## config.mk

```make
export PLATFORM = sky130hd
export DESIGN_NAME = branch_cond_eval
export DESIGN_NICKNAME = d
export VERILOG_FILES = /design/src/rtl/bce_pkg.sv /design/src/rtl/bce_pin_sync.sv /design/src/rtl/bce_decode.sv /design/src/rtl/bce_cond_eval.sv /design/src/rtl/bce_target_adder.sv /design/src/rtl/branch_cond_eval.sv
export SDC_FILE = /design/constraint.sdc
export NUM_CORES = 1
export LEC_CHECK = 0
export ABC_AREA = 1
export BUFFER_PORTS_ARGS = -buffer_cell sky130_fd_sc_hd__buf_4
export CORE_UTILIZATION = 40
export DETAILED_ROUTE_END_ITERATION = 8
export MAX_ROUTING_LAYER = met4
export PLACE_DENSITY = 0.68
export SYNTH_ARGS = -nofsm -noshare
export SYNTH_HDL_FRONTEND = slang
export SYNTH_SLANG_ARGS = --single-unit
export TNS_END_PERCENT = 1
```

## constraint.sdc

```tcl
create_clock -name clk -period 5.1 [get_ports clk]
set_input_delay 0.51 -clock clk [delete_from_list [all_inputs] [get_ports clk]]
set_output_delay 0.51 -clock clk [all_outputs]
set_load 0.01 [all_outputs]
```

## src/rtl/bce_pkg.sv

```systemverilog
package bce_pkg;

    typedef struct packed {
        logic c;
        logic z;
        logic n;
        logic v;
        logic h;
        logic i;
    } bce_flags_t;

    typedef enum logic [2:0] {
        SEL_ALWAYS   = 3'd0,
        SEL_ABOVE    = 3'd1,
        SEL_NOCARRY  = 3'd2,
        SEL_NONZERO  = 3'd3,
        SEL_NOHALF   = 3'd4,
        SEL_POSITIVE = 3'd5,
        SEL_UNMASKED = 3'd6,
        SEL_PINLOW   = 3'd7
    } bce_sel_t;

    typedef enum logic [1:0] {
        ROW_PLAIN  = 2'd0,
        ROW_SIGNED = 2'd1,
        ROW_NONE   = 2'd2
    } bce_row_t;

    typedef struct packed {
        bce_row_t row;
        bce_sel_t sel;
        logic     invert;
        logic     illegal;
    } bce_decode_t;

endpackage

```

## src/rtl/bce_pin_sync.sv

```systemverilog
module bce_pin_sync #(
    parameter int  STAGES     = 2,
    parameter logic IDLE_LEVEL = 1'b1
) (
    input  logic clk,
    input  logic rst_n,
    input  logic pin_in,
    output logic pin_sync
);

    typedef struct packed {
        logic [STAGES-1:0] chain;
    } sync_state_t;

    sync_state_t st_d, st_q;

    generate
        if (STAGES > 1) begin : g_multi
            always_comb begin
                st_d       = st_q;
                st_d.chain = {st_q.chain[STAGES-2:0], pin_in};
            end
        end else begin : g_single
            always_comb begin
                st_d       = st_q;
                st_d.chain = pin_in;
            end
        end
    endgenerate

    always_ff @(posedge clk or negedge rst_n) begin
        if (!rst_n) begin
            st_q.chain <= {STAGES{IDLE_LEVEL}};
        end else begin
            st_q <= st_d;
        end
    end

    assign pin_sync = st_q.chain[STAGES-1];

endmodule

```

## src/rtl/bce_decode.sv

```systemverilog
module bce_decode
    import bce_pkg::*;
#(
    parameter int         OP_W        = 8,
    parameter logic [3:0] PLAIN_ROW   = 4'h2,
    parameter logic [3:0] SIGNED_ROW  = 4'h9,
    parameter int         SIGNED_CNT  = 2
) (
    input  logic [OP_W-1:0] opcode,
    output bce_decode_t     dec
);

    localparam int ROW_LSB = OP_W - 4;

    logic [3:0] row_bits;
    logic [2:0] sel_bits;

    assign row_bits = opcode[OP_W-1:ROW_LSB];
    assign sel_bits = opcode[3:1];

    always_comb begin
        dec.sel     = bce_sel_t'(sel_bits);
        dec.invert  = opcode[0];
        dec.row     = ROW_NONE;
        dec.illegal = 1'b1;
        if (row_bits == PLAIN_ROW) begin
            dec.row     = ROW_PLAIN;
            dec.illegal = 1'b0;
        end else if (row_bits == SIGNED_ROW && int'(sel_bits) < SIGNED_CNT) begin
            dec.row     = ROW_SIGNED;
            dec.illegal = 1'b0;
        end
    end

endmodule

```

## src/rtl/bce_cond_eval.sv

```systemverilog
module bce_cond_eval
    import bce_pkg::*;
(
    input  bce_decode_t dec,
    input  bce_flags_t  flags,
    input  logic        pin_asserted,
    output logic        taken
);

    localparam int NUM_PLAIN  = 8;
    localparam int NUM_SIGNED = 2;

    logic [NUM_PLAIN-1:0]  plain_cond;
    logic [NUM_SIGNED-1:0] signed_cond;
    logic                  sign_agree;
    logic                  raw_cond;

    assign sign_agree = ~(flags.n ^ flags.v);

    always_comb begin
        plain_cond[SEL_ALWAYS]   = 1'b1;
        plain_cond[SEL_ABOVE]    = ~(flags.c | flags.z);
        plain_cond[SEL_NOCARRY]  = ~flags.c;
        plain_cond[SEL_NONZERO]  = ~flags.z;
        plain_cond[SEL_NOHALF]   = ~flags.h;
        plain_cond[SEL_POSITIVE] = ~flags.n;
        plain_cond[SEL_UNMASKED] = ~flags.i;
        plain_cond[SEL_PINLOW]   = pin_asserted;
        signed_cond[0]           = sign_agree;
        signed_cond[1]           = sign_agree & ~flags.z;
    end

    always_comb begin
        case (dec.row)
            ROW_PLAIN:  raw_cond = plain_cond[dec.sel];
            ROW_SIGNED: raw_cond = signed_cond[dec.sel[0]];
            default:    raw_cond = 1'b0;
        endcase
        taken = dec.illegal ? 1'b0 : (raw_cond ^ dec.invert);
    end

endmodule

```

## src/rtl/bce_target_adder.sv

```systemverilog
module bce_target_adder #(
    parameter int ADDR_W = 16,
    parameter int DISP_W = 8
) (
    input  logic [ADDR_W-1:0] next_addr,
    input  logic [DISP_W-1:0] disp,
    input  logic              take,
    output logic [ADDR_W-1:0] target
);

    localparam int EXT_W = ADDR_W - DISP_W;

    logic [ADDR_W-1:0] disp_ext;
    logic [ADDR_W-1:0] branch_sum;

    assign disp_ext   = {{EXT_W{disp[DISP_W-1]}}, disp};
    assign branch_sum = next_addr + disp_ext;
    assign target     = take ? branch_sum : next_addr;

endmodule

```

## src/rtl/branch_cond_eval.sv

```systemverilog
module branch_cond_eval
    import bce_pkg::*;
#(
    parameter int OP_W        = 8,
    parameter int ADDR_W      = 16,
    parameter int DISP_W      = 8,
    parameter int SYNC_STAGES = 2
) (
    input  logic              clk,
    input  logic              rst_n,
    input  logic [OP_W-1:0]   opcode,
    input  logic              flag_c,
    input  logic              flag_z,
    input  logic              flag_n,
    input  logic              flag_v,
    input  logic              flag_h,
    input  logic              flag_i,
    input  logic              irq_pin_n,
    input  logic [ADDR_W-1:0] next_addr,
    input  logic [DISP_W-1:0] disp,
    output logic              taken,
    output logic [ADDR_W-1:0] target_pc,
    output logic              illegal
);

    bce_decode_t dec;
    bce_flags_t  flags;
    logic        pin_level_sync;
    logic        pin_asserted;
    logic        take_w;

    assign flags = '{c: flag_c, z: flag_z, n: flag_n, v: flag_v, h: flag_h, i: flag_i};

    bce_pin_sync #(
        .STAGES     (SYNC_STAGES),
        .IDLE_LEVEL (1'b1)
    ) pin_sync_i (
        .clk      (clk),
        .rst_n    (rst_n),
        .pin_in   (irq_pin_n),
        .pin_sync (pin_level_sync)
    );

    assign pin_asserted = ~pin_level_sync;

    bce_decode #(
        .OP_W (OP_W)
    ) decode_i (
        .opcode (opcode),
        .dec    (dec)
    );

    bce_cond_eval cond_i (
        .dec          (dec),
        .flags        (flags),
        .pin_asserted (pin_asserted),
        .taken        (take_w)
    );

    bce_target_adder #(
        .ADDR_W (ADDR_W),
        .DISP_W (DISP_W)
    ) adder_i (
        .next_addr (next_addr),
        .disp      (disp),
        .take      (take_w),
        .target    (target_pc)
    );

    assign taken   = take_w;
    assign illegal = dec.illegal;

endmodule

```

# After elaboration in Yosys (flattened, before gate mapping)
# Cells that the tools add are included.
[totals]
elab_cells = 33
reg_bits = 2
output_inout_bits = 18
[op_classes]
magnitude_cmp = 3
add_sub_neg = 1
bitwise = 12
reduce_logical = 2
n_mux = 11
eq_ne = 3
[op_table]
columns = ["op", "count"]
rows = [
  ["16-bit adder", 1],
  ["16-bit two-way mux", 1],
  ["1-bit NOT", 8],
  ["1-bit two-way mux", 6],
  ["4-bit by 2-bit == test with 1-bit output (second input constant)", 1],
  ["4-bit == test (second input constant)", 1],
  ["3-bit by 4-bit < comparator with 1-bit output (second input constant)", 1],
  ["2-bit two-way mux", 2],
  ["1-bit binary-select mux with 3-bit select", 1],
  ["3-bit by 2-bit < comparator with 1-bit output (second input constant)", 1],
  ["2-bit by 1-bit == test with 1-bit output (second input constant)", 1],
  ["2-bit zero test", 1],
  ["1-bit by 2-bit < comparator with 1-bit output (second input constant)", 1],
  ["1-bit one-hot mux with 2 select lines", 1],
  ["1-bit bitwise XOR", 2],
  ["1-bit bitwise AND", 1],
  ["1-bit logical AND", 1],
  ["1-bit OR", 1],
]

# Depth between registers and ports, before layout
[logic_depth]
depth_word = 9
ltp_mapped = 12
depth_no_buf = 12

# By module
# Synthesis repeated with hierarchy kept, for this count alone.
[unflattened]
hier_cells = 268
hier_area_um2 = 1345.0
[modules_own_cells]
columns = ["mod", "seq_area_each_um2", "area_per_inst_um2", "cells_each", "n_inst"]
rows = [
  ["bce_target_adder", 0.0, 1088.5, 221, 1],
  ["bce_cond_eval", 0.0, 116.4, 28, 1],
  ["bce_decode", 0.0, 83.8, 16, 1],
  ["bce_pin_sync", 52.6, 52.6, 2, 1],
  ["branch_cond_eval", 0.0, 3.8, 1, 1],
]

# Least setup slack after synthesis
# Ideal clock, no wire load.
[synth_path]
path_kind = "input-to-output"
start = "input next_addr[0]"
end = "output target_pc[14]"
path_slack_ps = 2723
t_required_ps = 4590
path_buffers = 0
path_stages = 11
t_arrival_ps = 1867
cell_sequence = "ha_1 -> fa_1 -> nand3_1 -> nand3_1 -> nand2_1 -> nand2_1 -> nand2_1 -> nand3_1 -> nand2_1 -> nand3_1 -> nand2_1"
[synth_between]
elab_chain_len = 2
[synth_rtl]
columns = ["element", "line", "rtl"]
rows = [
  ["start, declared", "branch_cond_eval.sv:19", "input logic [ADDR_W-1:0] next_addr,"],
  ["16-bit adder", "bce_target_adder.sv:17", "assign branch_sum = next_addr + disp_ext;"],
  ["16-bit two-way mux", "bce_target_adder.sv:18", "assign target = take ? branch_sum : next_addr;"],
  ["end, declared", "branch_cond_eval.sv:22", "output logic [ADDR_W-1:0] target_pc,"],
]
# Every way passes these cells.

# Worst setup path after layout
# Ends and elaborated chain as after synthesis.

==> results_dict.tcl <==
set metrics [dict create \
    ioPinCount 59 \
    grt_max_degree 18 \
    detailedRoute.firstPassIterationCount 4 \
    share_of_synthesized_area_spent_on_multiplexers_pct 0 \
    yosysTopAreaCell "sky130_fd_sc_hd__nand2_1" \
    synth.net_count 325 \
    drc 0 \
    critical_path.startpoint_type "input port" \
    setup-violations-final 0 \
    die_w_um 61.69 \
    p_per_area_mw_per_mm2 124.4 \
    floorplan.die.height_um 61.69 \
    cts-htree-levels 1 \
    hold_class "in2async" \
    setup_total_negative_slack_ps 0 \
    holdBufCountCts 0 \
    ys_types 23 \
    synthAdderAreaFrac_pct 14.57 \
    largestRegisters "pin_sync_i.st_q: 2 flops" \
    rel_slew_slack_pct 64.90 \
    routed_vias_inst 4.828 \
    synthSimpleGateAreaFrac_pct 57.59 \
    multi_input_area_sq_mm 0.001195 \
    holdWs_ps 208.0 \
    area_of_the_core_sq_mm 0.003363 \
    layout.nets 385 \
    layout.cells.most_common "sky130_fd_sc_hd__nand2_1" \
    worst-slew-pin-transition_ps 526.5 \
    seqCellArea_sq_um 52.55 \
    layout_common_cells "109 x sky130_fd_sc_hd__nand2_1, 58 x sky130_fd_sc_hd__buf_4, 39 x sky130_fd_sc_hd__inv_1, 33 x sky130_fd_sc_hd__nand3_1" \
    netlist_area_before_placement_sq_mm 0.001425 \
    synthXorXnorAreaFrac_pct 5.531 \
    cts_tree "built" \
    maxCapViolCount 0 \
    finalWirelength_mm 3.969 \
    register_containing_the_most_flip_flops_in_the_final_layout "pin_sync_i.st_q" \
    grt.overflow.total 0 \
    routed-via-count 1796 \
    run_status "finished, final reports clean" \
    worst_skew_pair.late_latency_ps 230 \
    hold_viol 0 \
    post-place-ws_ps 2345 \
    signed_area_change_from_the_synthesized_netlist_to_the_final_layout_pct 34.24 \
    portion_of_the_post_synthesis_area_used_by_sequential_elements_pct 3.687 \
    post-synth-top-area-fraction_pct 28.71 \
    first_global_vias 1499 \
    die_footprint_sq_mm 0.003806 \
    drt-initial-drc-count 90 \
    start_util_pct 42.37 \
    reg2reg_depth 0 \
    largest_reg_flops 2 \
    final_layout_size_suffix_gt1_share_pct 23.31 \
    antenna_cells_inserted 0 \
    cts_max_path_buffers 2 \
    place.detailed.hpwl_mm 3.340 \
    cts.sinks 2 \
    min_period_over_period_pct 54.45 \
    wp_data_arrival_ps 2270 \
    cts_post_setup_buffers_inserted 0 \
    critical_path_peak_fanout 4 \
    ys_seq_elements 2 \
    finalWeightedCongestion 0.9479 \
    cts.repair.resized 0 \
    p_leak_nw 1.167 \
    rsz0062_at_grt "false" \
    ir_drop_mv 0.05739 \
    post_synth_main_area_contributors "sky130_fd_sc_hd__nand2_1 29%, sky130_fd_sc_hd__ha_1 13%, sky130_fd_sc_hd__nand3_1 12%" \
    ctsRootBufferMaster "sky130_fd_sc_hd__clkbuf_4" \
    synth.yosys.warnings 0 \
    place.port_buffers 58 \
    final_period_minus_worst_setup_slack_ps 2777 \
    synth_cells 268 \
    cp_data_required_time_ps 4590 \
    finalClockSkew_ps 6.448 \
    final_antenna_net_count 0 \
    gr-usage-all-layers_pct 22.38 \
    number_of_rows_in_the_core_area 21 \
    post_drt_wl_per_cell_um 10.67 \
    share_of_the_synthesized_area_in_compound_gates_ao_oa_aoi_oai_pct 6.146 \
    end_kind "primary output" \
    num-fill-cells 385 \
    grt_pass1_wl_mm 6.258 \
    cts_inserted_buffers 3 \
    antenna_violations_before_repair 0 \
    largest_family_of_logic_cells_by_synthesized_area "simple AND/OR/NAND/NOR gates" \
    clock_pin_slew_of_the_registers_on_the_worst_case_setup_and_hold_paths_ps 30 \
    final_max_slew_viol_count 0 \
    max_freq_ghz 0.3601 \
    critical_path_class "in2out" \
    avgSynthCellArea_sq_um 5.318 \
    post-route-worst-setup-slack_ps 2323 \
]
-- per-layer routing --
layer	vias to the layer above	track usage [%]	wire length, um
met5	-	-	0
met4	0	4.762	34
met3	5	0.6211	118
met2	42	37.79	1868
met1	774	29.91	1947
li1	975	-	-
-- report_power, final --
part	switching, W	leakage (nW)	total [W]	internal (W)
Combinational	0.000104	1.13	0.000184	0.0000795
Sequential	0.000000244	0.0210	0.0000177	0.0000174
Clock	0.0000108	0.0138	0.0000368	0.0000261
-- path summary, 6_finish.rpt --
kind,start,end,slack [ps]
max in group asynchronous,rst_n,pin_sync_i.st_q[0],4860
min,rst_n,pin_sync_i.st_q[1],210
max,next_addr[0],target_pc[14],2320
min in group clk,pin_sync_i.st_q[0],pin_sync_i.st_q[1],350
min reg2reg,pin_sync_i.st_q[0],pin_sync_i.st_q[1],350
max reg2reg,pin_sync_i.st_q[0],pin_sync_i.st_q[1],4550
-- cells by family after synthesis --
logic type	after synthesis
AO/OA/AOI/OAI	16
XOR/XNOR	9
adder cells (fa/ha/maj)	16
buffers and inverters	43
flip-flops	2
AND/OR/NAND/NOR	182
-- per-stage QoR --
stage	area (sq um)	utilization, %	std cells	power [W]
4_1_cts	1913	56.88	372	0.0002378
2_1_floorplan	1425	-	268	0.0001348
6_report	1913	56.88	372	0.0002380
3_3_place_gp	1891	56.21	369	0.0002005
5_1_grt	1913	56.88	372	0.0002622
3_5_place_dp	1891	56.21	369	0.0002003
-- worst max-delay path: stages --
cell	delay, ps
sky130_fd_sc_hd__buf_4	110
sky130_fd_sc_hd__ha_1	250
sky130_fd_sc_hd__fa_1	430
sky130_fd_sc_hd__nand3_1	110
sky130_fd_sc_hd__nand3_1	150
sky130_fd_sc_hd__nand2_1	100
sky130_fd_sc_hd__nand2_1	80
sky130_fd_sc_hd__nand2_1	90
sky130_fd_sc_hd__nand2_1	60
sky130_fd_sc_hd__nand2_1	60
sky130_fd_sc_hd__nand2_1	50
sky130_fd_sc_hd__nand3_1	70
sky130_fd_sc_hd__nand2_1	50
sky130_fd_sc_hd__buf_4	140
-- synth_stat cells --
| cell type | instances |
|---|---|
| sky130_fd_sc_hd__nand2_2 | 5 |
| sky130_fd_sc_hd__nor3_1 | 2 |
| sky130_fd_sc_hd__a21oi_1 | 11 |
| sky130_fd_sc_hd__buf_2 | 1 |
| sky130_fd_sc_hd__nand2_1 | 109 |
| sky130_fd_sc_hd__ha_1 | 15 |
| sky130_fd_sc_hd__dfstp_2 | 2 |
| sky130_fd_sc_hd__nand3_1 | 33 |
| sky130_fd_sc_hd__inv_1 | 39 |
| sky130_fd_sc_hd__nand3_2 | 1 |
| sky130_fd_sc_hd__nand2_4 | 2 |
| sky130_fd_sc_hd__inv_2 | 1 |
| sky130_fd_sc_hd__nand4_1 | 10 |
| sky130_fd_sc_hd__xor2_1 | 8 |
| sky130_fd_sc_hd__nor2_1 | 15 |
| sky130_fd_sc_hd__a21oi_2 | 2 |
| sky130_fd_sc_hd__fa_1 | 1 |
| sky130_fd_sc_hd__nand3_4 | 2 |
| sky130_fd_sc_hd__buf_4 | 1 |
| sky130_fd_sc_hd__o21ai_0 | 3 |
| sky130_fd_sc_hd__buf_8 | 1 |
| sky130_fd_sc_hd__xnor2_1 | 1 |
| sky130_fd_sc_hd__and2_1 | 3 |
-- area by class of cell --
cell class / instances / area share [%]
flip-flops and latches: 2 / 2.747
well taps: 46 / 3.009
clock buffers: 3 / 1.177
inverters: 40 / 7.848
multi-input cells: 223 / 62.46
repair buffers: 58 / 22.76
No activity file was read; power rests on OpenSTA's default activity.
